===== src/rtl/mdio_det_pkg.sv =====
package mdio_det_pkg;

    // Width of the post-busy guard counter; bounds the guard length.
    localparam int unsigned GAP_CNT_W = 4;

    typedef struct packed {
        logic [GAP_CNT_W-1:0] gap;
        logic                 level;
    } trk_state_t;

    typedef struct packed {
        logic flag;
    } flg_state_t;

endpackage


===== src/rtl/mdio_level_sync.sv =====
module mdio_level_sync #(
    parameter int unsigned STAGES = 2
) (
    input  logic clk_i,
    input  logic rst_ni,
    input  logic async_i,
    output logic sync_o
);
    localparam int unsigned LAST = STAGES - 1;

    logic [STAGES-1:0] chain_d, chain_q;

    generate
        if (STAGES == 1) begin : g_single
            always_comb chain_d = async_i;
        end else begin : g_multi
            always_comb chain_d = {chain_q[STAGES-2:0], async_i};
        end
    endgenerate

    always_ff @(posedge clk_i or negedge rst_ni) begin
        if (!rst_ni) chain_q <= '0;
        else         chain_q <= chain_d;
    end

    assign sync_o = chain_q[LAST];
endmodule


===== src/rtl/mdio_idle_tracker.sv =====
module mdio_idle_tracker
    import mdio_det_pkg::*;
#(
    parameter int unsigned RESUME_GAP = 1
) (
    input  logic clk_i,
    input  logic rst_ni,
    input  logic level_i,
    input  logic busy_i,
    output logic level_o,
    output logic change_o
);
    localparam logic [GAP_CNT_W-1:0] GAP_LOAD = GAP_CNT_W'(RESUME_GAP);

    trk_state_t st_d, st_q;
    logic       track_en;

    always_comb begin
        st_d     = st_q;
        track_en = !busy_i && (st_q.gap == '0);
        change_o = 1'b0;
        if (busy_i) begin
            st_d.gap = GAP_LOAD;
        end else if (st_q.gap != '0) begin
            st_d.gap = st_q.gap - 1'b1;
        end
        if (track_en) begin
            st_d.level = level_i;
            change_o   = (level_i != st_q.level);
        end
    end

    always_ff @(posedge clk_i or negedge rst_ni) begin
        if (!rst_ni) st_q <= '0;
        else         st_q <= st_d;
    end

    assign level_o = st_q.level;
endmodule


===== src/rtl/mdio_change_flag.sv =====
module mdio_change_flag
    import mdio_det_pkg::*;
(
    input  logic clk_i,
    input  logic rst_ni,
    input  logic set_i,
    input  logic clr_i,
    output logic flag_o
);
    flg_state_t st_d, st_q;

    always_comb begin
        st_d = st_q;
        if (set_i)      st_d.flag = 1'b1;
        else if (clr_i) st_d.flag = 1'b0;
    end

    always_ff @(posedge clk_i or negedge rst_ni) begin
        if (!rst_ni) st_q <= '0;
        else         st_q <= st_d;
    end

    assign flag_o = st_q.flag;
endmodule


===== src/rtl/mdio_presence_mon.sv =====
module mdio_presence_mon #(
    parameter int unsigned SYNC_STAGES = 2,
    parameter int unsigned RESUME_GAP  = 1
) (
    input  logic clk_i,
    input  logic rst_ni,
    input  logic mdio_i,
    input  logic mgmt_busy_i,
    input  logic chg_clr_i,
    input  logic irq_en_i,
    output logic phy_present_o,
    output logic chg_flag_o,
    output logic irq_o
);
    logic line_sync;
    logic level_change;

    mdio_level_sync #(.STAGES(SYNC_STAGES)) u_sync (
        .clk_i   (clk_i),
        .rst_ni  (rst_ni),
        .async_i (mdio_i),
        .sync_o  (line_sync)
    );

    mdio_idle_tracker #(.RESUME_GAP(RESUME_GAP)) u_track (
        .clk_i    (clk_i),
        .rst_ni   (rst_ni),
        .level_i  (line_sync),
        .busy_i   (mgmt_busy_i),
        .level_o  (phy_present_o),
        .change_o (level_change)
    );

    mdio_change_flag u_flag (
        .clk_i  (clk_i),
        .rst_ni (rst_ni),
        .set_i  (level_change),
        .clr_i  (chg_clr_i),
        .flag_o (chg_flag_o)
    );

    assign irq_o = chg_flag_o & irq_en_i;
endmodule


===== config.mk =====
export PLATFORM = sky130hd
export DESIGN_NAME = mdio_presence_mon
export DESIGN_NICKNAME = d
export VERILOG_FILES = /design/src/rtl/mdio_det_pkg.sv /design/src/rtl/mdio_level_sync.sv /design/src/rtl/mdio_idle_tracker.sv /design/src/rtl/mdio_change_flag.sv /design/src/rtl/mdio_presence_mon.sv
export SDC_FILE = /design/constraint.sdc
export NUM_CORES = 1
export LEC_CHECK = 0
export BUFFER_PORTS_ARGS = -buffer_cell sky130_fd_sc_hd__buf_4
export CORE_AREA = 5 5 42 44
export CTS_CLUSTER_SIZE = 12
export DETAILED_ROUTE_END_ITERATION = 10
export DIE_AREA = 0 0 47 49
export PLACE_DENSITY = 0.44
export SLEW_MARGIN = 20
export SYNTH_ARGS = -nofsm -noshare
export SYNTH_HDL_FRONTEND = slang
export SYNTH_SLANG_ARGS = --single-unit
export TNS_END_PERCENT = 20

===== constraint.sdc =====
create_clock -name clk_i -period 1.7 [get_ports clk_i]
set_input_delay 0.085 -clock clk_i [delete_from_list [all_inputs] [get_ports clk_i]]
set_output_delay 0.085 -clock clk_i [all_outputs]
set_load 0.01 [all_outputs]

==> flow_metrics.env <==
export IMPL_worstPathRequired_ps=1840
export IMPL_synth_area_leaders="dfrtp_1 55%, mux2_4 8.3%, and2b_2 4.8%"
export IMPL_finalWirelength_um=594
export IMPL_synthCells=29
export IMPL_drive_above_1_share_pct=42.9
export IMPL_cts_root_buf="clkbuf_4"
export IMPL_portBuffers=8
export IMPL_vias=247
export IMPL_post_route_period_util_pct=92.8
export IMPL_io_pins=9
export IMPL_final_hold_viol_count=0
export IMPL_cts_made_buffers=3
export IMPL_initial_core_util_pct=25.8
export IMPL_synthDistinctLibCells=17
export IMPL_synth_avg_cell_area_sq_um=12.5
export IMPL_p_total_uw=679
export IMPL_grt_ovfl_total=0
export IMPL_fmax_mhz=634
export IMPL_hpwlAfterDp_um=480
export IMPL_p_leak_nw=0.246
export IMPL_slew_viol_final=0
export IMPL_drc=0
export IMPL_hold_path_class="input port to register"
export IMPL_critPathMaxStageDelay_ps=510
export IMPL_worst_setup_path_end_kind="register"
export IMPL_ys_seq_area_share_pct=55.4
export IMPL_synthTopCellsByCount="8 x dfrtp_1, 3 x inv_1, 2 x and2b_2, 2 x mux2_4, 2 x nor3_1"
export IMPL_cap_viol_max_count=0
export IMPL_insertion_delay_ps=250
export IMPL_core_area_sq_um=1400
export IMPL_power_density_nw_per_um2=1380
export IMPL_die_area_sq_um=2300
export IMPL_startpoint_type="register"
export IMPL_cts_htree_levels=1
export IMPL_relSlewSlack_pct=86.9
export IMPL_clkTransAtPathRegs_ps=50
export IMPL_num_fill_cells=156
export IMPL_fp_row_count=14
export IMPL_track_usage_pct=6.59
export IMPL_antenna_found_initial=0
export IMPL_cp_top_family="simple AND/OR/NAND/NOR gates"
export IMPL_clkSinkCount=8
export IMPL_ys_flop_type="dfrtp_1"
export IMPL_clk_path_buf_depth=2
export IMPL_clock_skew_ps=3.49
export IMPL_cp_buffers_inverters=1
export IMPL_ant_nets=0
export IMPL_antennaDiodeCount=0
export IMPL_instances_no_fill=58
export IMPL_yosysWarnings=0
export IMPL_syn_cell_area_sq_um=362
export IMPL_grt_pass1_wl_um=1040
export IMPL_criticalPathCategory="register to register"
export IMPL_drt_first_pass_iters=4
export IMPL_synth_edf_count=0
export IMPL_synth_area_leader_cell="dfrtp_1"
export IMPL_synth_top_cell_area_share_pct=55.4
export IMPL_grt_max_degree=9
export IMPL_yosys_register_bits=8
export IMPL_slowest_stage="or4b_4"
export IMPL_first_global_vias=254
export IMPL_fin_nets=51
export IMPL_tightest_slew_ps=195
export IMPL_status="finished, final reports clean"
export IMPL_gp_congestion=0.768
export IMPL_worst_ep_arrival_time_ps=1720
export IMPL_cts_tree="built"
export IMPL_dpl_cell_area_sq_um=444
export IMPL_yosys_cell_count_top_type="dfrtp_1"
export IMPL_ir_worst_vdd_uv=513
export IMPL_fin_area_sq_um=490
export IMPL_post_route_min_period_ps=1580
export IMPL_rsz0062_at_grt="false"
export IMPL_placedCellCount=53
export IMPL_dieHeight_um=49
export IMPL_drtIter0Drc=3
export IMPL_setup_violations=0
export IMPL_postSynth_asyncResetShare_pct=100
export IMPL_worstPathMaxFanout=4
export IMPL_area_growth_pct=35.6
export IMPL_fin_tns_setup_ps=0
export IMPL_crit_chain="inv_1 -> ha_1 -> or4b_4 -> mux2_4"
export IMPL_synth_nets=36
export IMPL_post_drt_wl_per_cell_um=10.2
export IMPL_vias_per_cell=4.26
export IMPL_die_w_um=47
-- cells in the final DEF, fill, tap and decap left out, drive strengths merged, types with 2 or more instances in the layout --
master and instances:
and2b 2, buf 9, clkbuf 3, dfrtp 8, dlygate4sd3 2, inv 3, mux2 3, nor3 2
-- registers in the layout (all words and copies together), names as in the netlist --
| name | count |
|---|---|
| u_sync.chain_q | 2 |
| u_track.st_q | 4 |
| u_flag.flag_o | 1 |
| u_track.level_o | 1 |
-- where the power goes --
part	internal, mW	total [mW]	switching [mW]
Clock	0.0806	0.143	0.0624
Sequential	0.245	0.291	0.0462
Combinational	0.157	0.245	0.0883
Total	0.482	0.679	0.197
-- cell families (layout without fill, tap and decap cells) --
| family | count (synthesis) | count (layout) | synth area share [%] |
|---|---|---|---|
| simple gates | 9 | 9 | 17.0 |
| flops | 8 | 8 | 55.4 |
| mux | 4 | 4 | 14.2 |
| buf+inv | 4 | 17 | 4.50 |
| compound gates | 2 | 2 | 3.11 |
| fa+ha+maj | 1 | 1 | 3.46 |
| xor+xnor | 1 | 1 | 2.42 |
-- stage by stage --
step	hold WS (ps)	util, %	setup slack [ps]
after floorplan	-211	-	109
after global placement	-90.7	31.7	95.6
after detailed placement	-90.8	31.7	70.1
after CTS	8.12	34.7	44.0
after global routing	9.99	35.0	32.3
final	21.5	35.0	122
-- path summary, 6_finish.rpt --
check                                                  from                          end  slack [ps]  cells after the start
worst max-delay path            u_track.st_q[1]$_DFFE_PN0N_  u_track.level_o$_DFFE_PN0P_         120                      4
worst min-delay path                            mgmt_busy_i  u_track.st_q[3]$_DFFE_PN0N_          20                      2
worst max register to register  u_track.st_q[1]$_DFFE_PN0N_  u_track.level_o$_DFFE_PN0P_         120                      4
worst min register to register  u_sync.chain_q[0]$_DFF_PN0_  u_sync.chain_q[1]$_DFF_PN0_         350                      0
max in group asynchronous                            rst_ni  u_track.st_q[4]$_DFFE_PN0N_        1390                      2
min in group asynchronous                            rst_ni  u_track.level_o$_DFFE_PN0P_         180                      2
-- cell type report --
class	instances	area, sq um	share of cell area [%]
tap	16	20.0	4.08
multi-input combinational	17	149	30.4
timing repair buffer	11	87.6	17.9
clock buffer	3	22.5	4.59
inverter	3	11.3	2.30
sequential	8	200	40.8
-- routing by layer --
metal | GRT usage (%) | vias to the layer above | routed length [um]
met2 | 8.82 | 9 | 282
li1 | - | 122 | -
met4 | 2.76 | 0 | 10
met3 | 6.27 | 2 | 74
met5 | 0 | - | 0
met1 | 6.95 | 114 | 226
-- timing repair --
item	in CTS	in global routing
setup buffers	0	0
hold buffers	2	0
setup endpoints to repair	0	2
endpoints found under the hold margin	9	0
resized for setup	0	1
No activity file was read; power rests on OpenSTA's default activity.
